[src/rtl/busmatch_pkg.sv]
package busmatch_pkg;
  localparam int LANE_W  = 9;
  localparam int LANES   = 4;
  localparam int PART_W  = $clog2(LANES);

  typedef enum logic [1:0] {
    MODE_LONG = 2'd0,
    MODE_WORD = 2'd1,
    MODE_BYTE = 2'd2
  } widthMode_t;

  typedef struct packed {
    logic              loadHold;
    widthMode_t        mode;
    logic [PART_W-1:0] partIdx;
  } dpStrobe_t;
endpackage

[src/rtl/busmatch_ctrl.sv]
module busmatch_ctrl
  import busmatch_pkg::*;
#(
  parameter int NUM_LANES = LANES
) (
  input  logic      clk,
  input  logic      rstN,
  input  logic      endianPin,
  input  logic      busMatch,
  input  logic      sizeSel,
  input  logic      fifoValid,
  input  logic      rdEn,
  output logic      fifoReady,
  output logic      outValid,
  output dpStrobe_t strobe
);
  localparam logic [PART_W-1:0] LAST_BYTE = PART_W'(NUM_LANES - 1);
  localparam logic [PART_W-1:0] LAST_WORD = PART_W'(NUM_LANES / 2 - 1);

  logic              bigEnd;
  logic              holdValid;
  logic [PART_W-1:0] partCnt;
  logic [PART_W-1:0] lastIdx;
  widthMode_t        mode;
  logic              fire;
  logic              atLast;
  logic              fetch;

  always_comb begin
    if (!busMatch) begin
      mode    = MODE_LONG;
      lastIdx = '0;
    end else if (sizeSel) begin
      mode    = MODE_BYTE;
      lastIdx = LAST_BYTE;
    end else begin
      mode    = MODE_WORD;
      lastIdx = LAST_WORD;
    end
  end

  assign fire      = rdEn && holdValid;
  assign atLast    = (partCnt == lastIdx);
  assign fetch     = !holdValid || (fire && atLast);
  assign fifoReady = fetch;
  assign outValid  = holdValid;

  always_ff @(posedge clk) begin
    if (!rstN) begin
      bigEnd    <= endianPin;
      holdValid <= 1'b0;
      partCnt   <= '0;
    end else begin
      if (fetch && fifoValid)  holdValid <= 1'b1;
      else if (fire && atLast) holdValid <= 1'b0;
      if (fire) partCnt <= atLast ? '0 : partCnt + 1'b1;
    end
  end

  always_comb begin
    strobe.loadHold = fetch && fifoValid;
    strobe.mode     = mode;
    strobe.partIdx  = bigEnd ? (lastIdx - partCnt) : partCnt;
  end

  AST_ORDER_LATCHED: assert property (@(posedge clk) disable iff (!rstN)
    rstN |=> $stable(bigEnd));

  AST_NO_EARLY_FETCH: assert property (@(posedge clk) disable iff (!rstN)
    (outValid && !rdEn) |-> !fifoReady);

  AST_COUNT_RANGE: assert property (@(posedge clk) disable iff (!rstN)
    partCnt <= lastIdx);
endmodule

[src/rtl/busmatch_datapath.sv]
module busmatch_datapath
  import busmatch_pkg::*;
#(
  parameter int LANE_BITS = LANE_W,
  parameter int NUM_LANES = LANES
) (
  input  logic                           clk,
  input  logic [LANE_BITS*NUM_LANES-1:0] fifoData,
  input  dpStrobe_t                      strobe,
  output logic [LANE_BITS*NUM_LANES-1:0] outData
);
  localparam int LONG_W = LANE_BITS * NUM_LANES;
  localparam int WORD_W = LONG_W / 2;

  logic [LONG_W-1:0] holdReg;

  always_ff @(posedge clk) begin
    if (strobe.loadHold) holdReg <= fifoData;
  end

  always_comb begin
    outData = '0;
    case (strobe.mode)
      MODE_WORD: outData[WORD_W-1:0]    = holdReg[int'(strobe.partIdx)*WORD_W +: WORD_W];
      MODE_BYTE: outData[LANE_BITS-1:0] = holdReg[int'(strobe.partIdx)*LANE_BITS +: LANE_BITS];
      default:   outData                = holdReg;
    endcase
  end
endmodule

[src/rtl/busmatch_rd.sv]
module busmatch_rd
  import busmatch_pkg::*;
#(
  parameter int LANE_BITS = LANE_W,
  parameter int NUM_LANES = LANES
) (
  input  logic                           clk,
  input  logic                           rstN,
  input  logic                           endianPin,
  input  logic                           busMatch,
  input  logic                           sizeSel,
  input  logic [LANE_BITS*NUM_LANES-1:0] fifoData,
  input  logic                           fifoValid,
  output logic                           fifoReady,
  input  logic                           rdEn,
  output logic                           outValid,
  output logic [LANE_BITS*NUM_LANES-1:0] outData
);
  localparam int LONG_W = LANE_BITS * NUM_LANES;
  localparam int WORD_W = LONG_W / 2;

  dpStrobe_t strobe;

  busmatch_ctrl #(.NUM_LANES(NUM_LANES)) ctrl (
    .clk(clk), .rstN(rstN), .endianPin(endianPin), .busMatch(busMatch),
    .sizeSel(sizeSel), .fifoValid(fifoValid), .rdEn(rdEn),
    .fifoReady(fifoReady), .outValid(outValid), .strobe(strobe)
  );

  busmatch_datapath #(.LANE_BITS(LANE_BITS), .NUM_LANES(NUM_LANES)) dpath (
    .clk(clk), .fifoData(fifoData), .strobe(strobe), .outData(outData)
  );

  AST_WORD_UPPER_ZERO: assert property (@(posedge clk) disable iff (!rstN)
    (outValid && busMatch && !sizeSel) |-> (outData[LONG_W-1:WORD_W] == '0));

  AST_BYTE_UPPER_ZERO: assert property (@(posedge clk) disable iff (!rstN)
    (outValid && busMatch && sizeSel) |-> (outData[LONG_W-1:LANE_BITS] == '0));

  AST_HOLD_ON_STALL: assert property (@(posedge clk) disable iff (!rstN)
    (outValid && !rdEn) |=> (outValid && $stable(outData)));
endmodule

[config.mk]
export PLATFORM = sky130hd
export DESIGN_NAME = busmatch_rd
export DESIGN_NICKNAME = d
export VERILOG_FILES = /design/src/rtl/busmatch_pkg.sv /design/src/rtl/busmatch_ctrl.sv /design/src/rtl/busmatch_datapath.sv /design/src/rtl/busmatch_rd.sv
export SDC_FILE = /design/constraint.sdc
export NUM_CORES = 1
export LEC_CHECK = 0
export BUFFER_PORTS_ARGS = -buffer_cell sky130_fd_sc_hd__buf_4
export CORE_ASPECT_RATIO = 1.2
export CORE_UTILIZATION = 30
export DETAILED_ROUTE_END_ITERATION = 10
export GPL_ROUTABILITY_DRIVEN = 0
export PLACE_DENSITY_LB_ADDON = 0.12
export SYNTH_ARGS = -nofsm -noshare
export SYNTH_HDL_FRONTEND = slang
export SYNTH_SLANG_ARGS = --single-unit
export TNS_END_PERCENT = 50
[constraint.sdc]
create_clock -name clk -period 5.3 [get_ports clk]
set_input_delay 0.53 -clock clk [delete_from_list [all_inputs] [get_ports clk]]
set_output_delay 0.53 -clock clk [all_outputs]
set_load 0.05 [all_outputs]
Yosys cells after proc, flatten, opt, wreduce, memory -nomap -nowiden
Cells that the tools add are included.
{ "op_classes": {"addsub": 2, "n_mul": 2, "n_eq_ne": 3, "shift": 2, "n_mux": 11, "reduce_logical": 7} }
{ "op_table": {"columns": ["cell", "n"], "rows": [
  ["9-bit one-hot mux with 2 select lines", 2],
  ["36-bit by 32-bit indexed part select with 18-bit output", 1],
  ["36-bit by 32-bit indexed part select with 9-bit output", 1],
  ["18-bit two-way mux", 1],
  ["2-bit by 4-bit multiplier with 6-bit output (second input constant)", 2],
  ["2-bit two-way mux", 6],
  ["1-bit logical AND", 3],
  ["2-bit by 1-bit adder with 2-bit output (second input constant)", 1],
  ["2-bit by 1-bit == test with 1-bit output (second input constant)", 1],
  ["2-bit == test", 1],
  ["2-bit == test (second input constant)", 1],
  ["1-bit two-way mux", 2],
  ["2-bit nonzero test", 1],
  ["2-bit OR reduction", 1],
  ["2-bit subtractor", 1],
  ["1-bit logical NOT", 1],
  ["1-bit logical OR", 1]
]} }
{ "word_totals": {"register_bits": 40, "output_inout_bits": 38, "wordCells": 31} }

Logic depth before layout (Yosys ltp)
Gate-level depths: netlist of the first run.
{ "logic_depth": {"depth_word": 7, "ltp_mapped": 9} }

Cells and area by module
A second synthesis of the first run with hierarchy kept.
{ "unflattened": {"hier_cells": 174, "area_unflattened_um2": 2087.0} }
{ "modules_own_cells": {"columns": ["module", "instances", "cells_each", "area_each_um2", "seq_area_each_um2"], "rows": [
  ["busmatch_datapath", 1, 139, 1810.5, 1081.0],
  ["busmatch_ctrl", 1, 35, 276.5, 90.1]
]} }

Worst setup path after synthesis of the first run
No wires, ideal clock.
{ "synth_path": {"path_kind": "input port to output port", "startpoint": "input port busMatch", "endpoint": "output port outData[4]", "t_arrival_ns": 3.320, "t_required_ns": 4.770, "path_slack_ns": 1.450, "stages": 6, "path_buffers": 1, "path_cell_list": "inv_1 > ha_1 > and2_4 > or2_0 > buf_6 > o311ai_0"} }
{ "synth_via": {"elab_chain_len": 6} }
{ "synth_rtl": {"columns": ["element", "line", "rtl"], "rows": [
  ["start, declared", "busmatch_rd.sv:10", "input logic busMatch,"],
  ["2-bit two-way mux", "busmatch_ctrl.sv:30", "if (!busMatch) begin"],
  ["2-bit subtractor", "busmatch_ctrl.sv:63", "strobe.partIdx = bigEnd ? (lastIdx - partCnt) : partCnt;"],
  ["2-bit two-way mux", "busmatch_ctrl.sv:63", null],
  ["2-bit by 4-bit multiplier with 6-bit output", "busmatch_datapath.sv:24, busmatch_datapath.sv:25", null],
  ["36-bit by 32-bit indexed part select with 9-bit output or 36-bit by 32-bit indexed part select with 18-bit output (tied branches)", "busmatch_datapath.sv:25, busmatch_datapath.sv:24", null],
  ["9-bit one-hot mux with 2 select lines *", "busmatch_datapath.sv:23", "case (strobe.mode)"],
  ["end, declared", "busmatch_rd.sv:17", "output logic [LANE_BITS*NUM_LANES-1:0] outData"]
]} }
Every way passes the cells marked *; elsewhere a longest branch is shown, timed or not.

Final worst setup path of the first run
{ "layout_path": {"startpoint": "input port busMatch", "endpoint": "output port outData[1]"} }
Same word-level chain as after synthesis.

==> impl_metrics.tcl, run 1 <==
set metrics [dict create \
    status "finished, final reports clean" \
    r2r_slack_ps 3110 \
    grt_start_max_net_pins 37 \
    die_area_um2 7080 \
    chipHeight_um 92.0 \
    holdBufCountCts 0 \
    numClockSinks 40 \
    drtPass1Iterations 4 \
    fillers 649 \
    max_freq_mhz 255 \
    clkPwrFrac_pct 23.8 \
    post-route-drc-count 0 \
    grt_pass1_vias 1512 \
    row_count 32 \
    worstReg2RegStart "ctrl.partCnt[1]" \
    setup-tns-final_ps 0 \
    reg2reg_to "dpath.holdReg[15]" \
    die_w_um 77.0 \
    viasPerCell 4.78 \
    cp.arrival_ps 3390 \
    netlist_instances 164 \
    hold_class "in -> reg" \
    cts_buffers 5 \
    worstHoldPathCells 1 \
    cts_resized 0 \
    crit_required_ps 4770 \
    multiInputGateArea_um2 785 \
    skew_ps 8.22 \
    grt_antenna_before_repair 0 \
    root_buffer "clkbuf_8" \
    yosysSeqAreaShare_pct 57.8 \
    wl_per_cell_um 15.7 \
    grt.overflow.total 0 \
    p_leak_nw 1.09 \
    syn_nets 208 \
    synth-seq-cells 40 \
    ys_warn_count 0 \
    r2r_cells 3 \
    ir_drop_v 0.000126 \
    fin_crit_ps 3920 \
    port_buffers 80 \
    cts_tree "done" \
    rsz0062_at_grt "false" \
    area_growth_pct 36.6 \
    hold_start "fifoData[28]" \
    worst_pin_slew_ps 1140 \
    min_to "dpath.holdReg[28]" \
    worstSetupPathType "in -> out" \
    start_util_pct 31.2 \
    clk_pin_slew_ps 80 \
    crit_path_start_kind "primary input" \
    clock_path_buffers 2 \
    hold_violations 0 \
    io_pins 81 \
    seqCellArea_um2 1170 \
    swShare_pct 33.6 \
    p_per_area_nw_per_um2 298 \
    p_switching_uw 277 \
    postCtsSetupRepairBufs 0 \
    drv_cap 0 \
    fin_crit_sh_pct 73.9 \
    end_kind "output pin" \
    drtIter0Drc 58 \
    synth_area_leader_cell "edfxtp_1" \
    synth_cell_type_count 35 \
    seq_power_share_pct 46.2 \
    fin_nets 285 \
    antennaDiodeCount 0 \
    combinationalPowerShare_pct 30.1 \
    setup_viol 0 \
    worstPathMaxFanout 24 \
    htreeDepth 2 \
    synth_area_leaders "edfxtp_1 (55%), nor2b_1 (6.2%), mux2i_1 (4.4%)" \
    synth_area_um2 2020 \
    clkLatencyLatePin_ps 290 \
    grt_first_pass_wirelength_um 7820 \
    drtAntennaViolNets 0 \
    vias 1562 \
    drt-total-wl_um 5120 \
    layout-drive-gt1-share_pct 39.3 \
    grt_usage_pct 14.8 \
    syn_avg_cell_area_um2 12.3 \
    p_int_uw 547 \
    core-area_um2 6490 \
    slew_viol_final 0 \
    dp_hpwl_um 3660 \
    yosys.area.top_type_share_pct 54.9 \
    utilization_pct 42.6 \
    maxSlewHeadroom_pct 23.8 \
]
## registers in the layout (all words and copies together), names as in the netlist
| register | flops |
|---|---|
| dpath.holdReg | 36 |
| ctrl.partCnt | 2 |
| ctrl.bigEnd | 1 |
| ctrl.outValid | 1 |
## layer usage
metal | share of wire, % | track usage, % | vias to the layer above
li1 | - | - | 772
met1 | 42 | 17.2 | 743
met2 | 53 | 26.7 | 45
met3 | 4.6 | 3.68 | 2
met4 | 0.66 | 4.25 | 0
met5 | 0 | 0 | -
## power groups by stage
stage,Clock [mW],Combinational (mW),Sequential (mW)
global route,0.216,0.261,0.383
floorplan,0,0.169,0.386
finish,0.196,0.248,0.380
CTS,0.203,0.250,0.381
global placement,0,0.250,0.388
detailed placement,0,0.250,0.388
## worst max-delay path by stage
stage | startpoint | to | slack, ps | cells past startpoint
after floorplan | busMatch | outData[4] | 1450 | 6
after global placement | busMatch | outData[5] | 1400 | 9
after detailed placement | busMatch | outData[5] | 1380 | 9
after CTS | busMatch | outData[5] | 1360 | 9
after global routing | busMatch | outData[8] | 1190 | 9
final | busMatch | outData[1] | 1380 | 9
## synthesized netlist by cell type (all sizes together)
cell / n
a211o: 1
a211oi: 1
a21oi: 6
a22o: 9
a22oi: 8
a31oi: 1
and2: 3
buf: 6
clkbuf: 4
dfxtp: 3
edfxtp: 37
ha: 1
inv: 5
mux2i: 9
nand2: 5
nand3: 9
nor2: 6
nor2b: 20
nor4: 2
nor4b: 1
o21a: 8
o21ai: 9
o221ai: 3
o22ai: 1
o311ai: 1
or2: 1
xnor2: 4
## critical path: stages
cell,delay [ps]
buf_4,250
inv_1,130
ha_1,380
and2_4,200
or2_0,440
nor4_4,870
a22oi_1,190
o21ai_0,150
buf_4,240
## stage by stage
step	instances	cell area, um2	hold slack, ps	power (mW)	setup slack, ps
after floorplan	164	2020	547	0.555	1450
after global placement	319	2680	588	0.638	1400
after detailed placement	319	2680	598	0.638	1380
after CTS	327	2770	403	0.834	1360
after global routing	327	2770	392	0.861	1190
final	327	2770	414	0.824	1380
## kinds of logic after synthesis
family | after synthesis | synth area share, %
compound gates | 48 | 17.5
buf+inv | 15 | 3.77
simple gates | 47 | 13.7
fa+ha+maj | 1 | 0.618
mux | 9 | 4.45
flops | 40 | 57.8
xor+xnor | 4 | 2.10
## final cells by class
cell class | instances | area share, %
Clock buffer | 6 | 2.62
Clock inverter | 2 | 0.407
Inverter | 5 | 0.679
Multi-Input combinational cell | 109 | 28.4
Sequential cell | 40 | 42.4
Tap cell | 85 | 3.85
Timing Repair Buffer | 80 | 21.7
## cells in the final DEF, fill, tap and decap left out, types with 2 or more instances in the layout
cell,netlist,final
a21oi_1,6,6
edfxtp_1,37,37
o21ai_0,8,8
o221ai_1,2,2
inv_1,5,5
and2_1,2,2
clkbuf_8,0,5
nand2_1,5,5
xnor2_1,3,3
mux2i_1,9,9
a22oi_1,7,7
buf_4,0,80
dfxtp_1,3,3
nand3_1,9,9
o21a_1,8,8
nor2_1,5,5
a22o_1,9,9
nor2b_1,20,19
(Power assumes the default switching activity.)
==> run 2: changes to the inputs <==
Clock period 5.3 ns to 3.2 ns, I/O delays scaled along.
==> impl_metrics.tcl, run 2 (synthesis gave the netlist of run 1 again) <==
set metrics [dict create \
    core-area_um2 6490 \
    status "finished, final reports clean" \
    fillers 648 \
    slew_viol_final 0 \
    crit_top_cell "buf_4" \
    worstPathMaxFanout 24 \
    drv_cap 0 \
    hold_class "in -> reg" \
    wl_per_cell_um 16.3 \
    row_count 32 \
    place_area_um2 2720 \
    cts_buffers 5 \
    setup_viol 0 \
    vias 1615 \
    maxSlewHeadroom_pct 61.2 \
    antennaDiodeCount 0 \
    p_leak_nw 1.12 \
    drt-total-wl_um 5400 \
    grt_antenna_before_repair 0 \
    worst_pin_slew_ps 581 \
    clk_pin_slew_ps 80 \
    final_cell_mix "buf_4 (85), edfxtp_1 (37), nor2b_1 (19)" \
    dp_slack_ps 371 \
    utilization_pct 43.2 \
    cp_cell_sequence "buf_4, inv_1, ha_1, and2_4, or2_0, buf_4, mux2i_1, o21a_1, o21ai_0, buf_4" \
    fin_crit_sh_pct 87.8 \
    top_regs "dpath.holdReg x36, ctrl.partCnt x2" \
    crit_required_ps 2880 \
    hold_violations 0 \
    drtIter0Drc 64 \
    postCtsSetupRepairBufs 0 \
    holdBufCountCts 0 \
    fin_nets 290 \
    chipHeight_um 92.0 \
    cts_tree "done" \
    start_util_pct 31.2 \
    final_cells 331 \
    fin_crit_ps 2810 \
    p_per_area_nw_per_um2 491 \
    cts_resized 0 \
    layout_commonest_cell "buf_4" \
    crit_path_start_kind "primary input" \
    post-route-drc-count 0 \
    end_kind "output pin" \
    numClockSinks 40 \
    ir_drop_v 0.000234 \
    grt_start_max_net_pins 37 \
    htreeDepth 2 \
    grt.overflow.total 0 \
    skew_ps 5.31 \
    setup-tns-final_ps 0 \
    power_mw 1.38 \
    grt_usage_pct 15.8 \
    die_area_um2 7080 \
    drtPass1Iterations 4 \
    root_buffer "clkbuf_8" \
    dp_hpwl_um 3980 \
    largest_reg_flops 36 \
    port_buffers 80 \
    fin_ws_ps 390 \
    viasPerCell 4.88 \
    grt_pass1_vias 1706 \
    max_freq_mhz 356 \
    slowest_stage "ha_1" \
    clkLatencyLatePin_ps 290 \
    drtAntennaViolNets 0 \
    area_growth_pct 38.3 \
    clock_path_buffers 2 \
    placedCellCount 324 \
    whs_ps 199 \
    largest-register "dpath.holdReg" \
    io_pins 81 \
    worstSetupPathType "in -> out" \
    grt_first_pass_wirelength_um 8360 \
    design_area_um2 2800 \
    rsz0062_at_grt "false" \
    die_w_um 77.0 \
    cp.arrival_ps 2490 \
    layout-drive-gt1-share_pct 41.1 \
    cpPeakStageDelay_ps 370 \
]
## run 2: changes by cell type in the layout (fill, tap and decap cells not counted), sizes merged
cell,before,now
buf,80,85
clkbuf,6,5
## run 2: critical path, delay by kind of cell
kind	cells	cell delay [ps]
buffers and inverters	4	840
AND/OR/NAND/NOR	2	460
multiplexers	1	120
AO/OA/AOI/OAI	2	380
adder cells (fa/ha/maj)	1	370
## run 2: layout make-up
type                    count  area, um2  area share (%)
flip-flops and latches     40       1170            41.8
multi-input cells         109        785            28.0
repair buffers             85        638            22.8
well taps                  85        106            3.80
clock buffers               5       68.8            2.46
inverters                   5       18.8           0.670
clock inverters             2       12.5           0.447
## run 2: metal layers
metal / part of all wire (%) / wire, um / vias to the layer above / GRT usage [%]
li1: - / - / 783 / -
met1: 38 / 2040 / 782 / 17.2
met2: 57 / 3070 / 45 / 30.1
met3: 4.5 / 241 / 5 / 4.58
met4: 0.85 / 46 / 0 / 3.30
met5: 0 / 0 / - / 0
## run 2: final timing paths
check,start,cells after the start,end,slack [ps]
worst min register to register,ctrl.partCnt[0],2,ctrl.partCnt[0],610
worst max register to register,ctrl.partCnt[1],4,dpath.holdReg[1],1310
worst max-delay path,busMatch,10,outData[2],390
worst min-delay path,fifoData[13],1,dpath.holdReg[13],200
## run 2: power breakdown
part / internal [mW] / leakage [nW] / switching, mW
Clock: 0.148 / 0.0400 / 0.178
Sequential: 0.610 / 0.379 / 0.0214
Combinational: 0.152 / 0.700 / 0.266
